`config.mk`:
```
export PLATFORM = sky130hd
export DESIGN_NAME = tmr_pair
export DESIGN_NICKNAME = d
export VERILOG_FILES = /design/src/rtl/tmr_pkg.sv /design/src/rtl/tmr_counter.sv /design/src/rtl/tmr_ctrl.sv /design/src/rtl/tmr_datapath.sv /design/src/rtl/tmr_pair.sv
export SDC_FILE = /design/constraint.sdc
export NUM_CORES = 1
export LEC_CHECK = 0
export BUFFER_PORTS_ARGS = -buffer_cell sky130_fd_sc_hd__buf_4
export CAP_MARGIN = 25
export CORE_UTILIZATION = 50
export DETAILED_ROUTE_END_ITERATION = 16
export PLACE_DENSITY = 0.71
export SYNTH_ARGS = -nofsm -noshare
export SYNTH_HDL_FRONTEND = slang
export SYNTH_SLANG_ARGS = --single-unit
```
`constraint.sdc`:
```
create_clock -name clk -period 1.99 [get_ports clk]
set_input_delay 0.0995 -clock clk [delete_from_list [all_inputs] [get_ports clk]]
set_output_delay 0.0995 -clock clk [all_outputs]
set_load 0.05 [all_outputs]
```
`src/rtl/tmr_pkg.sv`:
```
package tmr_pkg;
  parameter int TMR_W  = 16;
  parameter int ADDR_W = 4;
  parameter int SEL_W  = 3;
  parameter int TSEL_W = 5;

  localparam logic [ADDR_W-1:0] A_M_CTRL = 4'd0;
  localparam logic [ADDR_W-1:0] A_M_EVT  = 4'd1;
  localparam logic [ADDR_W-1:0] A_M_CNT  = 4'd2;
  localparam logic [ADDR_W-1:0] A_M_PER  = 4'd3;
  localparam logic [ADDR_W-1:0] A_M_PSC  = 4'd4;
  localparam logic [ADDR_W-1:0] A_M_CMP  = 4'd5;
  localparam logic [ADDR_W-1:0] A_S_CTRL = 4'd6;
  localparam logic [ADDR_W-1:0] A_S_EVT  = 4'd7;
  localparam logic [ADDR_W-1:0] A_S_CNT  = 4'd8;
  localparam logic [ADDR_W-1:0] A_S_PER  = 4'd9;
  localparam logic [ADDR_W-1:0] A_S_PSC  = 4'd10;
  localparam logic [ADDR_W-1:0] A_S_FLAG = 4'd11;

  localparam logic [SEL_W-1:0] OUT_ENABLE = 3'b001;
  localparam logic [SEL_W-1:0] OUT_WRAP   = 3'b010;
  localparam logic [SEL_W-1:0] OUT_REF    = 3'b100;

  localparam logic [SEL_W-1:0] MODE_GATED = 3'b101;
  localparam logic [SEL_W-1:0] MODE_START = 3'b110;

  localparam logic [TSEL_W-1:0] TSEL_LEAD = 5'b00010;

  typedef struct packed {
    logic             mUg;
    logic             mLd;
    logic             sUg;
    logic             sLd;
    logic [TMR_W-1:0] ldVal;
  } strobe_t;

  typedef struct packed {
    logic              mEn;
    logic [SEL_W-1:0]  mOutSel;
    logic [TMR_W-1:0]  mPsc;
    logic [TMR_W-1:0]  mPer;
    logic [TMR_W-1:0]  mCmp;
    logic              sEn;
    logic [SEL_W-1:0]  sMode;
    logic [TSEL_W-1:0] sTrigSel;
    logic [TMR_W-1:0]  sPsc;
    logic [TMR_W-1:0]  sPer;
  } cfg_t;

  typedef struct packed {
    logic trigRise;
    logic trigFall;
  } evt_t;
endpackage

```
`src/rtl/tmr_counter.sv`:
```
module tmr_counter
  import tmr_pkg::*;
#(
  parameter int W = TMR_W
) (
  input  logic         clk,
  input  logic         rstN,
  input  logic         run,
  input  logic         ug,
  input  logic         ld,
  input  logic [W-1:0] ldVal,
  input  logic [W-1:0] pscVal,
  input  logic [W-1:0] perVal,
  output logic [W-1:0] cnt,
  output logic         wrapNow
);
  logic [W-1:0] psc;
  logic         tick;

  assign tick    = run && (psc == pscVal);
  assign wrapNow = tick && (cnt == perVal);

  always_ff @(posedge clk) begin
    if (!rstN) begin
      psc <= '0;
      cnt <= '0;
    end else begin
      if (ug)       psc <= '0;
      else if (run) psc <= (psc == pscVal) ? '0 : psc + 1'b1;

      if (ug)        cnt <= '0;
      else if (ld)   cnt <= ldVal;
      else if (tick) cnt <= (cnt == perVal) ? '0 : cnt + 1'b1;
    end
  end

  // a wrap step lands on zero
  p_wrap_zero_r1: assert property (@(posedge clk) disable iff (!rstN)
    wrapNow && !ug && !ld |=> cnt == '0);
  // reset strobe clears counter and prescaler
  p_ug_clear_r2: assert property (@(posedge clk) disable iff (!rstN)
    ug |=> (cnt == '0) && (psc == '0));
  // a load without strobe takes the written value
  p_load_r2: assert property (@(posedge clk) disable iff (!rstN)
    ld && !ug |=> cnt == $past(ldVal));
endmodule

```
`src/rtl/tmr_ctrl.sv`:
```
module tmr_ctrl
  import tmr_pkg::*;
(
  input  logic              clk,
  input  logic              rstN,
  input  logic              wrEn,
  input  logic [ADDR_W-1:0] wrAddr,
  input  logic [TMR_W-1:0]  wrData,
  input  evt_t              evt,
  output strobe_t           stb,
  output cfg_t              cfg,
  output logic              trigFlag
);
  logic              mEn, sEn;
  logic [SEL_W-1:0]  mOutSel, sMode;
  logic [TSEL_W-1:0] sTrigSel;
  logic [TMR_W-1:0]  mPsc, mPer, mCmp, sPsc, sPer;
  logic              gatedMode, startMode, flagSet;

  function automatic logic hit(input logic [ADDR_W-1:0] a);
    return wrEn && (wrAddr == a);
  endfunction

  always_comb begin
    stb.mUg   = hit(A_M_EVT) && wrData[0];
    stb.mLd   = hit(A_M_CNT);
    stb.sUg   = hit(A_S_EVT) && wrData[0];
    stb.sLd   = hit(A_S_CNT);
    stb.ldVal = wrData;
  end

  assign gatedMode = (sMode == MODE_GATED);
  assign startMode = (sMode == MODE_START);
  assign flagSet   = (gatedMode && (evt.trigRise || evt.trigFall)) ||
                     (startMode && evt.trigRise);

  always_ff @(posedge clk) begin
    if (!rstN) begin
      mEn      <= 1'b0;
      mOutSel  <= '0;
      mPsc     <= '0;
      mPer     <= '1;
      mCmp     <= '0;
      sMode    <= '0;
      sTrigSel <= '0;
      sPsc     <= '0;
      sPer     <= '1;
    end else begin
      if (hit(A_M_CTRL)) begin
        mEn     <= wrData[0];
        mOutSel <= wrData[3:1];
      end
      if (hit(A_M_PSC)) mPsc <= wrData;
      if (hit(A_M_PER)) mPer <= wrData;
      if (hit(A_M_CMP)) mCmp <= wrData;
      if (hit(A_S_CTRL)) begin
        sMode    <= wrData[3:1];
        sTrigSel <= wrData[8:4];
      end
      if (hit(A_S_PSC)) sPsc <= wrData;
      if (hit(A_S_PER)) sPer <= wrData;
    end
  end

  always_ff @(posedge clk) begin
    if (!rstN) begin
      sEn      <= 1'b0;
      trigFlag <= 1'b0;
    end else begin
      if (startMode && evt.trigRise) sEn <= 1'b1;
      else if (hit(A_S_CTRL))        sEn <= wrData[0];

      if (flagSet)             trigFlag <= 1'b1;
      else if (hit(A_S_FLAG))  trigFlag <= wrData[0];
    end
  end

  always_comb begin
    cfg.mEn      = mEn;
    cfg.mOutSel  = mOutSel;
    cfg.mPsc     = mPsc;
    cfg.mPer     = mPer;
    cfg.mCmp     = mCmp;
    cfg.sEn      = sEn;
    cfg.sMode    = sMode;
    cfg.sTrigSel = sTrigSel;
    cfg.sPsc     = sPsc;
    cfg.sPer     = sPer;
  end

  // a start edge in trigger mode turns the follower on
  p_start_sets_en_r8: assert property (@(posedge clk) disable iff (!rstN)
    startMode && evt.trigRise |=> sEn);
  // hardware set beats any software write
  p_flag_set_wins_r9: assert property (@(posedge clk) disable iff (!rstN)
    flagSet |=> trigFlag);
endmodule

```
`src/rtl/tmr_datapath.sv`:
```
module tmr_datapath
  import tmr_pkg::*;
#(
  parameter int SYNC_N = 2
) (
  input  logic             clk,
  input  logic             rstN,
  input  cfg_t             cfg,
  input  strobe_t          stb,
  output logic [TMR_W-1:0] mCnt,
  output logic [TMR_W-1:0] sCnt,
  output logic             mUpd,
  output logic             refOut,
  output logic             trigOut,
  output evt_t             evt
);
  logic              mWrapNow, sWrapNow, trigIn, syncLvl, syncPrev, sRun;
  logic [SYNC_N:0]   syncPipe;

  tmr_counter #(.W(TMR_W)) u_lead (
    .clk(clk), .rstN(rstN), .run(cfg.mEn), .ug(stb.mUg), .ld(stb.mLd),
    .ldVal(stb.ldVal), .pscVal(cfg.mPsc), .perVal(cfg.mPer),
    .cnt(mCnt), .wrapNow(mWrapNow));

  always_ff @(posedge clk) begin
    if (!rstN) mUpd <= 1'b0;
    else       mUpd <= mWrapNow && !stb.mUg && !stb.mLd;
  end

  assign refOut = (mCnt < cfg.mCmp);

  always_comb begin
    unique case (cfg.mOutSel)
      OUT_ENABLE: trigOut = cfg.mEn;
      OUT_WRAP:   trigOut = mUpd;
      OUT_REF:    trigOut = refOut;
      default:    trigOut = 1'b0;
    endcase
  end

  assign trigIn = (cfg.sTrigSel == TSEL_LEAD) ? trigOut : 1'b0;

  always_ff @(posedge clk) begin
    if (!rstN) syncPipe <= '0;
    else       syncPipe <= {syncPipe[SYNC_N-1:0], trigIn};
  end

  assign syncLvl      = syncPipe[SYNC_N-1];
  assign syncPrev     = syncPipe[SYNC_N];
  assign evt.trigRise = syncLvl && !syncPrev;
  assign evt.trigFall = !syncLvl && syncPrev;

  generate
    if (SYNC_N < 1) begin : g_bad_sync
      initial $error("SYNC_N must be at least 1");
    end
  endgenerate

  assign sRun = cfg.sEn && ((cfg.sMode != MODE_GATED) || syncLvl);

  tmr_counter #(.W(TMR_W)) u_follow (
    .clk(clk), .rstN(rstN), .run(sRun), .ug(stb.sUg), .ld(stb.sLd),
    .ldVal(stb.ldVal), .pscVal(cfg.sPsc), .perVal(cfg.sPer),
    .cnt(sCnt), .wrapNow(sWrapNow));

  // a closed gate freezes the follower count
  p_gate_hold_r7: assert property (@(posedge clk) disable iff (!rstN)
    (cfg.sMode == MODE_GATED) && !syncLvl && !stb.sUg && !stb.sLd
      |=> $stable(sCnt));
  // the wrap pulse lasts a single clock
  p_upd_single_r1: assert property (@(posedge clk) disable iff (!rstN)
    mUpd && (cfg.mPsc != '0) |=> !mUpd);
  // follower wrap also returns to zero
  p_follow_wrap_r1: assert property (@(posedge clk) disable iff (!rstN)
    sWrapNow && !stb.sUg && !stb.sLd |=> sCnt == '0);
endmodule

```
`src/rtl/tmr_pair.sv`:
```
module tmr_pair
  import tmr_pkg::*;
(
  input  logic              clk,
  input  logic              rstN,
  input  logic              wrEn,
  input  logic [ADDR_W-1:0] wrAddr,
  input  logic [TMR_W-1:0]  wrData,
  output logic [TMR_W-1:0]  mstrCount,
  output logic [TMR_W-1:0]  slvCount,
  output logic              mstrUpdate,
  output logic              oc1Ref,
  output logic              trgo,
  output logic              slvEnable,
  output logic              slvTrigFlag
);
  strobe_t stb;
  cfg_t    cfg;
  evt_t    evt;

  tmr_ctrl u_ctrl (
    .clk(clk), .rstN(rstN), .wrEn(wrEn), .wrAddr(wrAddr), .wrData(wrData),
    .evt(evt), .stb(stb), .cfg(cfg), .trigFlag(slvTrigFlag));

  tmr_datapath #(.SYNC_N(2)) u_dp (
    .clk(clk), .rstN(rstN), .cfg(cfg), .stb(stb),
    .mCnt(mstrCount), .sCnt(slvCount), .mUpd(mstrUpdate),
    .refOut(oc1Ref), .trigOut(trgo), .evt(evt));

  assign slvEnable = cfg.sEn;
endmodule

```
# Word level (Yosys, flattened, before mapping)
# Cells that the tools add are included.
word_totals:
  out_inout_bits: 37
  n_memories: 0
  ramBits: 0
  reg_bits: 162
  latchBits: 0
  rom_bits: 0
op_classes:
  n_mux: 13
  n_mul: 0
  shift: 0
  reduce_logical: 39
  add_sub_neg: 4
  eq_ne: 22
  n_lt_le_gt_ge: 1
  bitwise: 1
  div_mod_pow: 0
op_table:
  columns: ["operator", "count"]
  rows:
  - ["$mux 16", 8]
  - ["$add 16x1->16 const B", 4]
  - ["$eq 16x16->1", 4]
  - ["$logic_and 1x1->1", 24]
  - ["$eq 4x3->1 const B", 4]
  - ["$eq 4x4->1 const B", 4]
  - ["$lt 16x16->1", 1]
  - ["$eq 3x3->1 const B", 3]
  - ["$eq 4x2->1 const B", 2]
  - ["$reduce_bool 2->1", 4]
  - ["$eq 5x2->1 const B", 1]
  - ["$eq 4x1->1 const B", 1]
  - ["$logic_not 1->1", 4]
  - ["$logic_not 4->1", 1]
  - ["$mux 1", 4]
  - ["$reduce_or 2->1", 2]
  - ["$eq 3x1->1 const B", 1]
  - ["$eq 3x2->1 const B", 1]
  - ["$logic_or 1x1->1", 3]
  - ["$ne 3x3->1 const B", 1]
  - ["$pmux 1 s3", 1]
  - ["$reduce_and 2->1", 1]
  - ["$not 1->1", 1]

# Depth between registers and ports, before layout
# Gate-level depths: netlist of run 1.
depth:
  ltp_word: 6
  depth_mapped: 9
  depth_no_buf: 8

# Cells and area by module
# Synthesis of run 1 repeated with hierarchy kept, for this count alone.
hier_totals:
  cells_unflattened: 1089
  hier_area_um2: 8738.4
by_module_without_submodules:
  columns: ["mod", "area_per_inst_um2", "cells_per_inst", "instances"]
  rows:
  - ["tmr_counter", 2140.8, 274, 2]
  - ["tmr_ctrl", 3849.9, 470, 1]
  - ["tmr_datapath", 606.8, 71, 1]

# Worst setup path after synthesis of run 1
# No wires, ideal clock.
synth_timing:
  path_kind: "flip-flop to output port"
  startpoint: "register u_dp.u_lead.cnt[9]"
  endpoint: "output trgo"
  slack_ps: -1679
  stages_incl_launch_ff: 8
  n_path_buf: 0
  t_arrival_ps: 3569
  cell_sequence: "dfxtp_1 -> ha_1 -> a21o_1 -> a21o_1 -> a21oi_1 -> nor2_1 -> or3_1 -> o41ai_1"
synth_between:
  elab_chain_len: 2
synth_lines:
  columns: ["element", "line", "source"]
  rows:
  - ["start, declared", "tmr_counter.sv:14", "output logic [W-1:0] cnt,"]
  - ["start signal, assigned", "tmr_counter.sv:32", "else if (ld) cnt <= ldVal;"]
  - ["start signal, assigned", "tmr_counter.sv:33", "else if (tick) cnt <= (cnt == perVal) ? '0 : cnt + 1'b1;"]
  - ["$lt 16x16->1", "tmr_datapath.sv:30", "assign refOut = (mCnt < cfg.mCmp);"]
  - ["$pmux 1 s3", "tmr_datapath.sv:33", "unique case (cfg.mOutSel)"]
  - ["end, declared", "tmr_pair.sv:13", "output logic trgo,"]
# Every way passes these cells.

# Worst setup path after layout of run 1
layout_timing:
  startpoint: "register u_ctrl.mCmp[5]"
  endpoint: "output trgo"
layout_between:
  elab_chain_len: 2
layout_lines:
  columns: ["element", "line", "source"]
  rows:
  - ["start, declared", "tmr_ctrl.sv:17", "logic [TMR_W-1:0] mPsc, mPer, mCmp, sPsc, sPer;"]
  - ["start signal, assigned", "tmr_ctrl.sv:55", "if (hit(A_M_CMP)) mCmp <= wrData;"]
  - ["$lt 16x16->1", "tmr_datapath.sv:30", null]
  - ["$pmux 1 s3", "tmr_datapath.sv:33", null]
# Every way passes these cells.

==> results of run 1 <==
## power groups by stage
| stage | clock [W] | combinational (W) | sequential, W |
|---|---|---|---|
| after global routing | 0.00347 | 0.00125 | 0.00341 |
| after floorplan | 0 | 0.000490 | 0.00362 |
| final | 0.00329 | 0.00117 | 0.00341 |
| after CTS | 0.00332 | 0.00113 | 0.00340 |
| after detailed placement | 0 | 0.00108 | 0.00347 |
| after global placement | 0 | 0.00107 | 0.00347 |
## state kept, by name, summed over array words and instances (netlist names), 5 cells and up
register	cells
u_ctrl.mCmp	16
u_ctrl.mPer	16
u_ctrl.mPsc	16
u_ctrl.sPer	16
u_ctrl.sPsc	16
u_ctrl.sTrigSel	5
u_dp.u_follow.cnt	16
u_dp.u_follow.psc	16
u_dp.u_lead.cnt	16
u_dp.u_lead.psc	16
## layout make-up
type	count	area share (%)
multi-input combinational	816	46.7
sequential	162	30.7
timing repair buffer	190	14.1
clock buffer	21	4.22
tap	216	2.48
clock inverter	11	1.15
inverter	21	0.723
## final timing paths
path,cells past startpoint,end,slack [ns],from
worst max-delay path,9,trgo,-0.55,u_ctrl.mCmp[5]
worst min-delay path,3,u_ctrl.mPsc[11],0.01,wrData[11]
worst max register to register,6,u_dp.u_lead.cnt[6],-0.29,u_ctrl.mPsc[7]
worst min register to register,2,u_ctrl.mCmp[15],0.46,u_ctrl.mCmp[15]
## Yosys cell counts (20+ instances only)
master and n:
a21oi_1 76, a31oi_1 23, clkbuf_1 50, dfxtp_1 162, ha_1 20, inv_1 21, nand2_1 247, nand3_1 78
nand4_1 36, nor2_1 71, nor3_1 20, xnor2_1 53, xor2_1 42
## metrics by stage
step / instances / setup TNS [ns] / worst slack [ns]
6_report: 1437 / -4.71 / -0.553
5_1_grt: 1437 / -6.02 / -0.651
4_1_cts: 1433 / -3.43 / -0.529
3_5_place_dp: 1391 / -2.68 / -0.191
3_3_place_gp: 1391 / -2.50 / -0.174
2_1_floorplan: 1058 / -0.728 / -0.282
## per-layer routing
metal	track usage (%)	routed length, um	vias up	share of wire [%]
met1	41.9	11300	3910	44
met3	5.70	1850	69	7.2
met2	49.2	11700	366	46
met4	13.5	849	0	3.3
met5	0	0	-	0
li1	-	-	3956	-
## worst register-to-register path, stage by stage, from the launching register on
cell     delay (ns)
dfxtp_2        0.34
xor2_2         0.18
nor4_2         0.33
nand3_1        0.20
or4b_4         0.61
or4_1          0.42
a31oi_1        0.13
## cells by family after synthesis
kind of cell | Yosys count | synth area share, %
compound gates | 152 | 11.2
xor+xnor | 95 | 10.2
fa+ha+maj | 20 | 3.06
buf+inv | 81 | 3.94
flops | 162 | 39.6
mux | 9 | 1.10
simple gates | 539 | 30.9
## what timing repair did
action                     in CTS  in global routing
hold buffers                    6                  0
hold endpoints to repair       12                  0
pin swaps                       8                 37
setup endpoints to repair      37                 45
buffers inserted                2                  3
gates resized for setup        28                 79
gates cloned                    2                  2
==> reports/metrics.cfg, run 1 <==
[cells_and_area]
layout_common_cells = nand2_1 (243), buf_4 (167), dfxtp_1 (111)
final_layout_size_suffix_gt1_share_pct = 27.9
layout_commonest_cell = nand2_1
regArea_sq_um = 3340
multi_input_area_sq_um = 5090
n_antenna_cell = 0
nNetsFinal = 1251
finish.utilization_pct = 68.4
design_area_sq_um = 10900
n_fill_cell = 1277
syn_to_final_growth_pct = 33.2

[cts]
h-tree-depth = 4
clk_latency_ns = 0.43
cts_made_buffers = 17
clk_pin_slew_ns = 0.06
cts_tree = done
clock_sinks = 162
clockBufferDepth = 2
root_buffer = clkbuf_16

[routing]
drc = 0
dr.first_iter.drc_count = 675
vias = 8301
routed_wl_um = 25700
post_drt_wl_per_cell_um = 17.9
dr.pass1.iters = 5
ant_nets = 0
viasPerCell = 5.78

[power]
comb_power_share_pct = 14.9
p_total_w = 0.00787
pwr-share-seq_pct = 43.3
p_per_area_nw_per_um2 = 722
clkPwrFrac_pct = 41.8
p_int_w = 0.00570
total_leakage_power_nw = 4.30
switching_share_pct = 27.6
p_sw_w = 0.00217
irDropWorstVdd_mv = 0.653

[global_route]
grt_overflow = 0
grt_pass1_wl_um = 40100
antenna_found_initial = 0
track_usage_pct = 31.2
grt_pass1_vias = 7607
grt_max_degree = 44

[synthesis]
synth_area_leaders = dfxtp_1 (40%), nand2_1 (11%), xnor2_1 (5.7%)
synth_area_per_cell_sq_um = 7.74
seq_area_frac_synth_pct = 39.6
synth-seq-cells = 162
synthCells = 1058
ys_warn_count = 0
syn_area_sq_um = 8180
syn_nets = 1101
synth-main-ff-cell = dfxtp_1
netlist.area_leader.share_pct = 39.6
synth_edf_count = 0
ys_async_sr_fraction_pct = 0
ys_types = 58
synth_top_area_cell = dfxtp_1

[die]
rows = 46
dieArea_sq_um = 16900
die_h_um = 130
die_w_um = 130
coreArea_sq_um = 15900
start_util_pct = 51.3
pin_count = 60

[critical_path]
slowest_stage = o41ai_4
cp_top_family = compound AO/OA/AOI/OAI gates
start_kind = flip-flop
crit_top_cell = a21o_1
crit_type = reg2out
endpoint_kind = primary output
crit_path_max_fanout = 3
arrival_ns = 2.44
path_cells = inv_1 > ha_1 > a21o_1 > a21o_1 > a21oi_2 > a211o_1 > a31oi_1 > o41ai_4 > buf_6
crit_required_ns = 1.89
cpPeakStageDelay_ns = 0.43
crit_buf_inv = 2

[job]
drv_cap = 0

[sta]
hold_violations = 0
max_slew_margin_pct = 51.9
fmax_mhz = 393
finalSetupViolations = 34
fin_skew_ns = 0.00982
worst_pin_slew_ns = 0.721
rsz0062_at_grt = true
period_needed_ns = 2.54
worst_hold_slack_ns = 0.0139
finalMaxSlewViolations = 0
setup_ws_ns = -0.553
layout_worst_path_cycle_share_pct = 128

[status]
violations = negative setup slack
run_status = finished, violations left

[placed_design]
dp_hpwl_um = 17400
place_area_sq_um = 9750
gp_congestion = 0.924
io_buffers = 59

[worst_hold_path]
min_path_type = in2reg

Power figures use the tool's default switching activity.
==> inputs of run 2 (changes only) <==
Settings changed: ABC_AREA from default to 1, CELL_PAD_IN_SITES_DETAIL_PLACEMENT from default to 0, CELL_PAD_IN_SITES_GLOBAL_PLACEMENT from default to 2, CORE_UTILIZATION 50 to 30, PLACE_DENSITY 0.71 to default, PLACE_DENSITY_LB_ADDON from default to 0.1.
==> run 2 against run 1 <==
Compared with the run above: the run still ends with negative setup slack left; utilization down 31 points; die area up 85%; worst hold slack about the same; sequential power down 3%; wire length up 20%; sequential cell count unchanged; clock skew up 0.0022 ns; critical path depth unchanged; count of clock-buffer cells in the layout up 2; via count up 8.3%; critical endpoint unchanged; highest routed layer unchanged.
==> reports/metrics.cfg, run 2 <==
[sta]
hold_violations = 0  ; unchanged
fmax_mhz = 501  ; was 393 MHz
fin_tns_setup_ns = -0.00515  ; was -4.71 ns
finalMaxSlewViolations = 0  ; unchanged
max_slew_margin_pct = 53.7  ; was 51.9%
rsz0062_at_grt = true  ; unchanged
fin_skew_ns = 0.0120  ; was 0.00982 ns
finalSetupViolations = 1  ; was 34
period_needed_ns = 2.00  ; was 2.54 ns
setup_ws_ns = -0.00515  ; was -0.553 ns
worst_hold_slack_ns = 0.0142  ; was 0.0139 ns
layout_worst_path_cycle_share_pct = 100  ; was 128%
worst_pin_slew_ns = 0.694  ; was 0.721 ns

[cts]
clock_sinks = 162  ; unchanged
root_buffer = clkbuf_16  ; unchanged
clk_pin_slew_ns = 0.07  ; was 0.06 ns
cts_made_buffers = 17  ; unchanged
clockBufferDepth = 2  ; unchanged
h-tree-depth = 4  ; unchanged
cts_tree = done  ; unchanged
clk_latency_ns = 0.44  ; was 0.43 ns

[synthesis]
synth_most_common_cell = nand2_1  ; unchanged
seq_area_frac_synth_pct = 35.4  ; was 39.6%
synth_area_leaders = dfxtp_1 (35%), nand2_1 (18%), nor2_1 (7.3%)  ; was dfxtp_1 (40%), nand2_1 (11%), xnor2_1 (5.7%)
synth-main-ff-cell = dfxtp_1  ; unchanged
syn_nets = 1487  ; was 1101
yosys-top-cells-count = nand2_1 (436), nor2_1 (177), inv_1 (166), dfxtp_1 (162), a21oi_1 (121)  ; was nand2_1 (247), dfxtp_1 (162), nand3_1 (78), a21oi_1 (76), nor2_1 (71)
synth_top_area_cell = dfxtp_1  ; unchanged
ys_types = 44  ; was 58
syn_area_sq_um = 9150  ; was 8180 sq um
synth_area_per_cell_sq_um = 6.34  ; was 7.74 sq um
netlist.area_leader.share_pct = 35.4  ; was 39.6%
synthCells = 1444  ; was 1058
ys_async_sr_fraction_pct = 0  ; unchanged
synth-seq-cells = 162  ; unchanged
ys_warn_count = 0  ; unchanged
synth_edf_count = 0  ; unchanged

[cells_and_area]
layout_common_cells = nand2_1 (430), nor2_1 (173), inv_1 (161)  ; was nand2_1 (243), buf_4 (167), dfxtp_1 (111)
nNetsFinal = 1581  ; was 1251
layout_commonest_cell = nand2_1  ; unchanged
final_layout_size_suffix_gt1_share_pct = 15.9  ; was 27.9%
syn_to_final_growth_pct = 23.3  ; was 33.2%
n_antenna_cell = 0  ; unchanged

[die]
coreArea_sq_um = 29800  ; was 15900 sq um
dieArea_sq_um = 31200  ; was 16900 sq um
die_w_um = 177  ; was 130 um
pin_count = 60  ; unchanged
die_h_um = 177  ; was 130 um
rows = 63  ; was 46
start_util_pct = 30.7  ; was 51.3%

[placed_design]
gp_congestion = 0.788  ; was 0.924
io_buffers = 59  ; unchanged
dp_hpwl_um = 21700  ; was 17400 um

[global_route]
grt_max_degree = 67  ; was 44
track_usage_pct = 20.3  ; was 31.2%
grt_overflow = 0  ; unchanged
antenna_found_initial = 0  ; unchanged
grt_pass1_wl_um = 47800  ; was 40100 um
grt_pass1_vias = 8253  ; was 7607

[critical_path]
start_kind = flip-flop  ; unchanged
crit_path_max_fanout = 2  ; was 3
crit_required_ns = 1.89  ; about the same
crit_type = reg2out  ; unchanged
endpoint_kind = primary output  ; unchanged
arrival_ns = 1.90  ; was 2.44 ns

[power]
irDropWorstVdd_mv = 0.580  ; was 0.653 mV
switching_share_pct = 25.9  ; was 27.6%
p_per_area_nw_per_um2 = 659  ; was 722 nW/um^2
p_int_w = 0.00551  ; was 0.00570 W
clkPwrFrac_pct = 46.6  ; was 41.8%
p_sw_w = 0.00193  ; was 0.00217 W
total_leakage_power_nw = 4.95  ; was 4.30 nW
comb_power_share_pct = 8.9  ; was 14.9%
pwr-share-seq_pct = 44.5  ; was 43.3%

[status]
run_status = finished, violations left  ; unchanged
violations = negative setup slack  ; unchanged

[routing]
dr.first_iter.drc_count = 564  ; was 675
post_drt_wl_per_cell_um = 15.9  ; was 17.9 um
viasPerCell = 4.63  ; was 5.78
ant_nets = 0  ; unchanged
drc = 0  ; unchanged
dr.pass1.iters = 5  ; unchanged
routed_wl_um = 30900  ; was 25700 um
vias = 8987  ; was 8301

[job]
drv_cap = 0  ; unchanged

[worst_hold_path]
min_path_type = in2reg  ; unchanged

run 2: cell count changes in the layout (fill, tap and decap cells not counted), sizes merged, moves of 45 or more:
cell,previous run,this run
nand2,247,442
inv,25,184
nor2,71,189
o21ai,16,96
buf,184,122
xnor2,53,7
a21oi,76,121
run 2: power by group through the flow:
stage	combinational (W)	sequential (W)	clock, W
floorplan	0.000335	0.00340	0
global placement	0.000614	0.00339	0
detailed placement	0.000613	0.00339	0
CTS	0.000653	0.00331	0.00355
global route	0.000734	0.00332	0.00370
finish	0.000662	0.00331	0.00346
run 2: final cells by class:
type / instances / area [sq um]
multi-input combinational: 1046 / 5200
timing repair buffer: 126 / 1020
tap: 390 / 488
sequential: 162 / 3280
clock inverter: 9 / 131
clock buffer: 23 / 458
inverter: 185 / 702
fill: 3292 / 18500
run 2: metal layers:
metal  track usage [%]  wire length (um)  vias up
li1                  -                 -     4738
met1              28.2             15600     4107
met2              32.9             14000      127
met3              2.88               986       15
met4              5.06               299        0
met5                 0                 0        -
run 2: metrics by stage:
stage          cells  setup slack [ns]  instance area, sq um  utilization (%)  total power, W
2_1_floorplan   1444            0.0184                  9160                -         0.00374
3_3_place_gp    1896             0.154                 10300             34.6         0.00401
3_5_place_dp    1896             0.160                 10300             34.6         0.00400
4_1_cts         1935           -0.0882                 11100             37.3         0.00752
5_1_grt         1941           -0.0969                 11300             37.9         0.00775
6_report        1941          -0.00515                 11300             37.9         0.00744
run 2: cell families (layout without fill, tap and decap cells):
kind of cell    Yosys count  after routing  share of synthesized area [%]
compound gates          229            229                           12.9
simple gates            757            758                           34.8
buf+inv                 237            343                           10.4
fa+ha+maj                20             20                           2.73
flops                   162            162                           35.4
xor+xnor                 39             39                           3.73
run 2: worst paths after layout:
path	start	end	slack [ns]	cells past startpoint
worst max-delay path	u_dp.u_lead.cnt[5]	trgo	-0.005	9
worst min-delay path	wrData[15]	u_ctrl.sPer[15]	0.01	3
worst max register to register	u_dp.u_lead.cnt[1]	u_dp.u_lead.cnt[15]	0.17	11
worst min register to register	u_dp.syncPipe[0]	u_dp.syncPipe[1]	0.42	2
run 2: critical path, cell delays in order, from the launching register on:
cell      delay (ns)
dfxtp_4         0.35
ha_4            0.24
a21oi_2         0.11
nor2_1          0.06
a211oi_2        0.18
nand2_2         0.11
nand2_4         0.10
nand3_2         0.08
nand2_2         0.08
buf_8           0.14
run 2: what timing repair did:
item / CTS / global route
resized for setup: 33 / 30
endpoints found under the setup margin: 2 / 36
hold buffers: 4 / 0
endpoints found under the hold margin: 8 / 0
pin swaps: 5 / 11
cloned: 0 / 1
buffers inserted: 3 / 5
